`config.mk`:
```
export PLATFORM = sky130hd
export DESIGN_NAME = bl_dark_ref_est
export DESIGN_NICKNAME = d
export VERILOG_FILES = /design/src/rtl/bl_pkg.sv /design/src/rtl/bl_colmap.sv /design/src/rtl/bl_accum.sv /design/src/rtl/bl_clamp.sv /design/src/rtl/bl_dark_ref_est.sv
export SDC_FILE = /design/constraint.sdc
export NUM_CORES = 1
export LEC_CHECK = 0
export BUFFER_PORTS_ARGS = -buffer_cell sky130_fd_sc_hd__buf_2
export CORE_ASPECT_RATIO = 2
export CORE_UTILIZATION = 60
export CTS_CLUSTER_SIZE = 24
export DETAILED_ROUTE_END_ITERATION = 12
export PLACE_DENSITY = 0.78
export SETUP_SLACK_MARGIN = 0.1
export SYNTH_ARGS = -nofsm -noshare
export SYNTH_HDL_FRONTEND = slang
export SYNTH_SLANG_ARGS = --single-unit
```
`constraint.sdc`:
```
create_clock -name clk -period 9.1 [get_ports clk]
set_input_delay 0.455 -clock clk [delete_from_list [all_inputs] [get_ports clk]]
set_output_delay 0.455 -clock clk [all_outputs]
set_load 0.1 [all_outputs]
```
`src/rtl/bl_pkg.sv`:
```
`timescale 1ns/1ps
package bl_pkg;

  typedef enum logic [1:0] {
    AVG_BOTH  = 2'b00,
    AVG_LEAD  = 2'b01,
    AVG_TRAIL = 2'b10,
    AVG_BOTHX = 2'b11
  } avg_mode_e;

  // floor(sum / n) by multiplying with ceil(2^sh / n); exact while sum*n < 2^sh
  function automatic logic [63:0] scale_div(logic [31:0] sum, int n, int sh);
    logic [63:0] recip;
    recip = ((64'd1 << sh) + 64'(n) - 64'd1) / 64'(n);
    return (64'(sum) * recip) >> sh;
  endfunction

  // a - b floored at zero
  function automatic logic [31:0] sat_sub(logic [31:0] a, logic [31:0] b);
    return (a > b) ? (a - b) : 32'd0;
  endfunction

endpackage

```
`src/rtl/bl_colmap.sv`:
```
`timescale 1ns/1ps
module bl_colmap #(
  parameter int EMPTY_N = 4,
  parameter int LEAD_N  = 20,
  parameter int ACT_N   = 4033,
  parameter int TRAIL_N = 19,
  parameter int EDGE_N  = 1,
  parameter int TOP_N   = 17,
  parameter int ROWS_N  = 2688,
  parameter int BOT_N   = 16
) (
  input  logic clk,
  input  logic rst_n,
  input  logic pix_valid,
  input  logic pix_sol,
  input  logic pix_sof,
  output logic lead_ref,
  output logic trail_ref,
  output logic trail_last,
  output logic act_col,
  output logic ref_row
);
  localparam int LINE_N = EMPTY_N + LEAD_N + ACT_N + TRAIL_N;
  localparam int ROW_N  = TOP_N + ROWS_N + BOT_N;
  localparam int COL_W  = $clog2(LINE_N + 1);
  localparam int ROW_W  = $clog2(ROW_N + 1);
  localparam logic [COL_W-1:0] C_LEAD_LO = COL_W'(EMPTY_N + EDGE_N);
  localparam logic [COL_W-1:0] C_LEAD_HI = COL_W'(EMPTY_N + LEAD_N - EDGE_N);
  localparam logic [COL_W-1:0] C_ACT_LO  = COL_W'(EMPTY_N + LEAD_N);
  localparam logic [COL_W-1:0] C_ACT_HI  = COL_W'(EMPTY_N + LEAD_N + ACT_N);
  localparam logic [COL_W-1:0] C_TR_LO   = COL_W'(EMPTY_N + LEAD_N + ACT_N + EDGE_N);
  localparam logic [COL_W-1:0] C_TR_LAST = COL_W'(LINE_N - EDGE_N - 1);
  localparam logic [COL_W-1:0] C_END     = COL_W'(LINE_N);
  localparam logic [ROW_W-1:0] R_LO      = ROW_W'(TOP_N);
  localparam logic [ROW_W-1:0] R_HI      = ROW_W'(TOP_N + ROWS_N);
  localparam logic [ROW_W-1:0] R_END     = ROW_W'(ROW_N);

  logic [COL_W-1:0] col_q, col_cur;
  logic [ROW_W-1:0] row_q, row_cur;

  assign col_cur = pix_sol ? '0 : col_q;
  always_comb begin
    row_cur = row_q;
    if (pix_sol) row_cur = pix_sof ? '0 : ((row_q == R_END) ? row_q : row_q + 1'b1);
  end

  always_ff @(posedge clk) begin
    if (!rst_n) begin
      col_q <= C_END;
      row_q <= R_END;
    end else if (pix_valid) begin
      col_q <= (col_cur == C_END) ? col_cur : col_cur + 1'b1;
      row_q <= row_cur;
    end
  end

  assign lead_ref   = (col_cur >= C_LEAD_LO) && (col_cur < C_LEAD_HI);
  assign act_col    = (col_cur >= C_ACT_LO)  && (col_cur < C_ACT_HI);
  assign trail_ref  = (col_cur >= C_TR_LO)   && (col_cur <= C_TR_LAST);
  assign trail_last = (col_cur == C_TR_LAST);
  assign ref_row    = (row_cur >= R_LO) && (row_cur < R_HI);
endmodule

```
`src/rtl/bl_accum.sv`:
```
`timescale 1ns/1ps
module bl_accum
  import bl_pkg::*;
#(
  parameter int PIX_W     = 12,
  parameter int LEAD_USE  = 18,
  parameter int TRAIL_USE = 17
) (
  input  logic             clk,
  input  logic             rst_n,
  input  logic             pix_valid,
  input  logic             pix_sol,
  input  logic [PIX_W-1:0] pix_data,
  input  logic             lead_ref,
  input  logic             trail_ref,
  input  logic             trail_last,
  input  logic             ref_row,
  input  logic [1:0]       avg_mode,
  output logic [PIX_W-1:0] level,
  output logic             level_stb
);
  localparam int BOTH_USE = LEAD_USE + TRAIL_USE;
  localparam int SUM_W    = PIX_W + $clog2(BOTH_USE + 1);
  localparam int DIV_SH   = SUM_W + $clog2(BOTH_USE + 1);

  logic [SUM_W-1:0] lead_sum, trail_sum, lead_add, trail_tot;
  logic [PIX_W-1:0] avg_lead, avg_trail, avg_both, avg_sel;
  logic             upd;

  assign lead_add  = lead_ref  ? SUM_W'(pix_data) : '0;
  assign trail_tot = trail_sum + (trail_ref ? SUM_W'(pix_data) : '0);

  assign avg_lead  = PIX_W'(scale_div(32'(lead_sum), LEAD_USE, DIV_SH));
  assign avg_trail = PIX_W'(scale_div(32'(trail_tot), TRAIL_USE, DIV_SH));
  assign avg_both  = PIX_W'(scale_div(32'(lead_sum) + 32'(trail_tot), BOTH_USE, DIV_SH));

  always_comb begin
    case (avg_mode_e'(avg_mode))
      AVG_LEAD:  avg_sel = avg_lead;
      AVG_TRAIL: avg_sel = avg_trail;
      default:   avg_sel = avg_both;
    endcase
  end

  assign upd = pix_valid && !pix_sol && trail_last && ref_row;

  always_ff @(posedge clk) begin
    if (!rst_n) begin
      lead_sum  <= '0;
      trail_sum <= '0;
      level     <= '0;
      level_stb <= 1'b0;
    end else begin
      level_stb <= upd;
      if (upd) level <= avg_sel;
      if (pix_valid) begin
        lead_sum  <= pix_sol ? '0 : lead_sum + lead_add;
        trail_sum <= pix_sol ? '0 : trail_tot;
      end
    end
  end
endmodule

```
`src/rtl/bl_clamp.sv`:
```
`timescale 1ns/1ps
module bl_clamp
  import bl_pkg::*;
#(
  parameter int PIX_W    = 12,
  parameter bit CLAMP_EN = 1'b1
) (
  input  logic             clk,
  input  logic             rst_n,
  input  logic             pix_valid,
  input  logic [PIX_W-1:0] pix_data,
  input  logic             act_col,
  input  logic [PIX_W-1:0] level,
  output logic             out_valid,
  output logic             out_active,
  output logic [PIX_W-1:0] out_data
);
  logic [PIX_W-1:0] proc;

  generate
    if (CLAMP_EN) begin : g_clamp
      assign proc = act_col ? PIX_W'(sat_sub(32'(pix_data), 32'(level))) : pix_data;
    end else begin : g_pass
      logic unused_lvl;
      assign unused_lvl = ^level;
      assign proc = pix_data;
    end
  endgenerate

  always_ff @(posedge clk) begin
    if (!rst_n) begin
      out_valid  <= 1'b0;
      out_active <= 1'b0;
      out_data   <= '0;
    end else begin
      out_valid  <= pix_valid;
      out_active <= pix_valid && act_col;
      if (pix_valid) out_data <= proc;
    end
  end
endmodule

```
`src/rtl/bl_dark_ref_est.sv`:
```
`timescale 1ns/1ps
module bl_dark_ref_est #(
  parameter int PIX_W    = 12,
  parameter int EMPTY_N  = 4,
  parameter int LEAD_N   = 20,
  parameter int ACT_N    = 4033,
  parameter int TRAIL_N  = 19,
  parameter int EDGE_N   = 1,
  parameter int TOP_N    = 17,
  parameter int ROWS_N   = 2688,
  parameter int BOT_N    = 16,
  parameter bit CLAMP_EN = 1'b1
) (
  input  logic             clk,
  input  logic             rst_n,
  input  logic             pix_valid,
  input  logic             pix_sol,
  input  logic             pix_sof,
  input  logic [PIX_W-1:0] pix_data,
  input  logic [1:0]       avg_mode,
  output logic [PIX_W-1:0] black_level,
  output logic             lvl_valid,
  output logic             out_valid,
  output logic             out_active,
  output logic [PIX_W-1:0] out_data
);
  localparam int LEAD_USE  = LEAD_N - 2 * EDGE_N;
  localparam int TRAIL_USE = TRAIL_N - 2 * EDGE_N;

  logic lead_ref_w, trail_ref_w, trail_last_w, act_w, ref_row_w;

  bl_colmap #(
    .EMPTY_N(EMPTY_N), .LEAD_N(LEAD_N), .ACT_N(ACT_N), .TRAIL_N(TRAIL_N),
    .EDGE_N(EDGE_N), .TOP_N(TOP_N), .ROWS_N(ROWS_N), .BOT_N(BOT_N)
  ) u_colmap (
    .clk(clk), .rst_n(rst_n), .pix_valid(pix_valid), .pix_sol(pix_sol),
    .pix_sof(pix_sof), .lead_ref(lead_ref_w), .trail_ref(trail_ref_w),
    .trail_last(trail_last_w), .act_col(act_w), .ref_row(ref_row_w)
  );

  bl_accum #(
    .PIX_W(PIX_W), .LEAD_USE(LEAD_USE), .TRAIL_USE(TRAIL_USE)
  ) u_accum (
    .clk(clk), .rst_n(rst_n), .pix_valid(pix_valid), .pix_sol(pix_sol),
    .pix_data(pix_data), .lead_ref(lead_ref_w), .trail_ref(trail_ref_w),
    .trail_last(trail_last_w), .ref_row(ref_row_w), .avg_mode(avg_mode),
    .level(black_level), .level_stb(lvl_valid)
  );

  bl_clamp #(
    .PIX_W(PIX_W), .CLAMP_EN(CLAMP_EN)
  ) u_clamp (
    .clk(clk), .rst_n(rst_n), .pix_valid(pix_valid), .pix_data(pix_data),
    .act_col(act_w), .level(black_level), .out_valid(out_valid),
    .out_active(out_active), .out_data(out_data)
  );
endmodule

```
==> qor.yml <==
worst_setup_path:
  r2r_slack_ns: 0.19
  timing.rr.start: "u_colmap.col_q[1]"
  timing.rr.end: "u_accum.level[4]"
  slowest_stage: "fa_2"
  timing.setup.critical_path_class: "reg2reg"
  cpMostUsedCell: "a21oi_2"
  reg2reg_depth: 46
  required_ns: 9.36
  worst-path-max-fanout: 4
  critical_path_arrival_ns: 9.17
  cp_slowest_stage_delay_ns: 0.55
  cp-start-kind: "flip-flop"
  setup.worst_path.end_class: "flip-flop"
hold_path:
  holdCritStartpoint: "u_accum.trail_sum[10]"
  min_to: "u_accum.trail_sum[10]"
  hold_path.class: "reg2reg"
  hold_depth: 2
cts:
  cts.sinks: 87
  path_clk_slew_ns: 0.08
  cts_max_path_buffers: 2
  cts_root_buf: "clkbuf_16"
  numCtsBuffers: 9
  h-tree-depth: 3
  clk_latency_ns: 0.38
  cts_tree: "done"
global_route:
  grt-ovfl-total: 0
  grt_max_degree: 42
  grt_pass1_wl_um: 90800
  antenna_found_initial: 0
  gr-usage-all-layers_pct: 35.9
  grt_pass1_vias: 18399
drt:
  antenna_left: 0
  wl_um: 58400
  drt_iter0_markers: 665
  routed_via_density: 5.80
  firstDrtPassIters: 7
  num_vias: 16745
  route.detailed.drc: 0
  wl_per_cell_um: 20.2
synth:
  syn_area_sq_um: 19900
  syn_inst: 2222
  synthArstFlopShare_pct: 0
  ys_seq_elements: 87
  syn_avg_cell_area_sq_um: 8.93
  synth.distinct_cells: 84
  synth_edf_count: 0
  synth_flop_cell: "dfxtp_1"
  ys_warn_count: 0
  synth_fp_nets: 2923
  seq_area_frac_synth_pct: 8.77
sta:
  rsz0062_at_grt: "yes"
  finalMaxSlewViolations: 0
  finalSetupViolCount: 0
  timing.fmax_mhz: 112
  fin_skew_ns: 0.0240
  fin_crit_sh_pct: 97.9
  maxSlewHeadroom_pct: 30.4
  hold_viol_final: 0
  worstMarginPinSlew_ns: 1.04
  fin_crit_ns: 8.91
  layout_setup_ws_ns: 0.193
run_status:
  status: "finished clean"
place:
  place_area_sq_um: 22100
  numPortBuffers: 45
  hpwl_um: 50200
  place_congestion: 1.02
  pre_cts_ws_ns: -0.412
power_and_ir_drop:
  powerDensity_nw_per_um2: 71.8
  ir_drop_mv: 0.162
  p_leak_nw: 13.3
cells_and_area:
  syn_to_final_growth_pct: 16.0
  layout_commonest_cell: "inv_1"
  fin_nets: 3155
  fill_cells: 2555
  final_cell_area_sq_um: 23000
  mostFrequentLayoutCells: "inv_1, ha_1, fa_1"
  drive_gt1_share_pct: 16.0
floorplan:
  dieArea_sq_um: 33900
  die_y_um: 259
  rows: 93
  core_area_sq_um: 32300
  start_util_pct: 61.4
  die_w_um: 131
  pin_count: 46
flow_run:
  drv_cap: 0
worst max-delay path, delay by kind of cell (launching register included):
kind / cells / cell delay [ns]
AOI/OAI and AO/OA: 16 / 2.78
xor gates and xnor gates: 4 / 0.57
adders and majority gates: 8 / 2.64
buffers and inverters: 6 / 0.59
DFF: 1 / 0.36
and+or+nand+nor: 12 / 1.82
through the flow:
| step | std cells | utilization (%) | TNS (ns) | power [mW] | hold slack [ns] |
|---|---|---|---|---|---|
| floorplan | 2222 | - | 0 | 0.960 | 0.432 |
| global placement | 2856 | 68.4 | -0.369 | 1.18 | 0.445 |
| detailed placement | 2856 | 68.4 | -2.80 | 1.22 | 0.453 |
| CTS | 2882 | 69.8 | 0 | 1.62 | 0.473 |
| global route | 2886 | 71.2 | -0.853 | 1.78 | 0.504 |
| finish | 2887 | 71.2 | 0 | 1.65 | 0.474 |
cells in the mapped netlist (5+ instances only):
library cell | count | area [sq um]
ha_1 | 438 | 5480
inv_1 | 438 | 1640
fa_1 | 244 | 4880
nand2_1 | 130 | 488
a21oi_1 | 127 | 636
o21ai_0 | 100 | 500
nor2_1 | 99 | 372
dfxtp_1 | 87 | 1740
xnor2_1 | 77 | 674
xor2_1 | 42 | 368
a21o_1 | 36 | 270
and2_1 | 34 | 213
clkbuf_1 | 30 | 113
nand3_1 | 28 | 140
nor3_1 | 25 | 125
and3_1 | 23 | 144
o21a_1 | 20 | 150
nand4_1 | 17 | 106
a221oi_1 | 14 | 123
a211oi_1 | 13 | 97.6
nand2b_1 | 12 | 75.1
o31ai_1 | 12 | 90.1
or3_1 | 12 | 75.1
a31oi_1 | 11 | 68.8
o21bai_1 | 11 | 82.6
nor2b_1 | 9 | 56.3
o211ai_1 | 8 | 60.1
o21ai_1 | 7 | 35.0
a21boi_0 | 6 | 45.0
a221o_1 | 6 | 60.1
a22o_1 | 6 | 52.6
a22oi_1 | 6 | 45.0
and4_1 | 5 | 43.8
mux2i_1 | 5 | 50.1
nor4_1 | 5 | 31.3
layer usage:
metal  vias up  part of all wire, %  GRT usage [%]
met3       290                  3.4           4.58
met4         0                   12           37.1
met5         -                    0              0
met2       454                   53           66.5
li1       7881                    -              -
met1      8120                   31           31.1
worst max path at each step:
stage	from	end	cells after the start
floorplan	pix_sol	u_accum.level[4]	44
CTS	u_colmap.col_q[1]	u_accum.level[11]	44
global route	u_colmap.col_q[4]	u_accum.level[4]	45
detailed placement	pix_sol	u_accum.level[10]	48
finish	u_colmap.col_q[1]	u_accum.level[4]	46
global placement	pix_sol	u_accum.level[4]	46
sequential cells by signal, summed over array words and instances (netlist names):
| signal | count |
|---|---|
| u_colmap.col_q | 12 |
| u_clamp.out_active | 1 |
| u_accum.trail_sum | 18 |
| u_accum.level_stb | 1 |
| u_clamp.out_valid | 1 |
| u_colmap.row_q | 12 |
| u_clamp.out_data | 12 |
| u_accum.level | 12 |
| u_accum.lead_sum | 18 |
cell type report:
| cell class | instances | area (sq um) | share of cell area [%] |
|---|---|---|---|
| multi-input combinational | 1655 | 17000 | 73.6 |
| timing repair buffer | 258 | 1830 | 7.96 |
| sequential | 87 | 1750 | 7.60 |
| antenna | 1 | 2.50 | 0.0109 |
| tap | 427 | 534 | 2.32 |
| clock inverter | 7 | 72.6 | 0.315 |
| clock buffer | 9 | 225 | 0.978 |
| inverter | 443 | 1670 | 7.23 |
power by group:
group | internal, mW | switching (mW)
Combinational | 0.338 | 0.519
Sequential | 0.392 | 0.0125
Clock | 0.194 | 0.200
logic make-up (layout without fill, tap and decap cells):
family | Yosys count | after routing | share of synthesized area [%]
AO/OA/AOI/OAI | 428 | 428 | 13.8
AND/OR/NAND/NOR | 418 | 418 | 10.2
other | 0 | 1 | 0
XOR/XNOR | 121 | 121 | 5.41
multiplexers | 5 | 5 | 0.252
adder cells (fa/ha/maj) | 683 | 683 | 52.3
flip-flops | 87 | 87 | 8.77
buffers and inverters | 480 | 717 | 9.23
repair_timing:
action / CTS / global route
hold buffers: 0 / 0
buffers inserted: 9 / 4
cloned: 1 / 0
setup endpoints to repair: 12 / 12
resized for setup: 22 / 70
pin swaps: 28 / 40
Note: power is estimated with default switching activity, not from simulation.
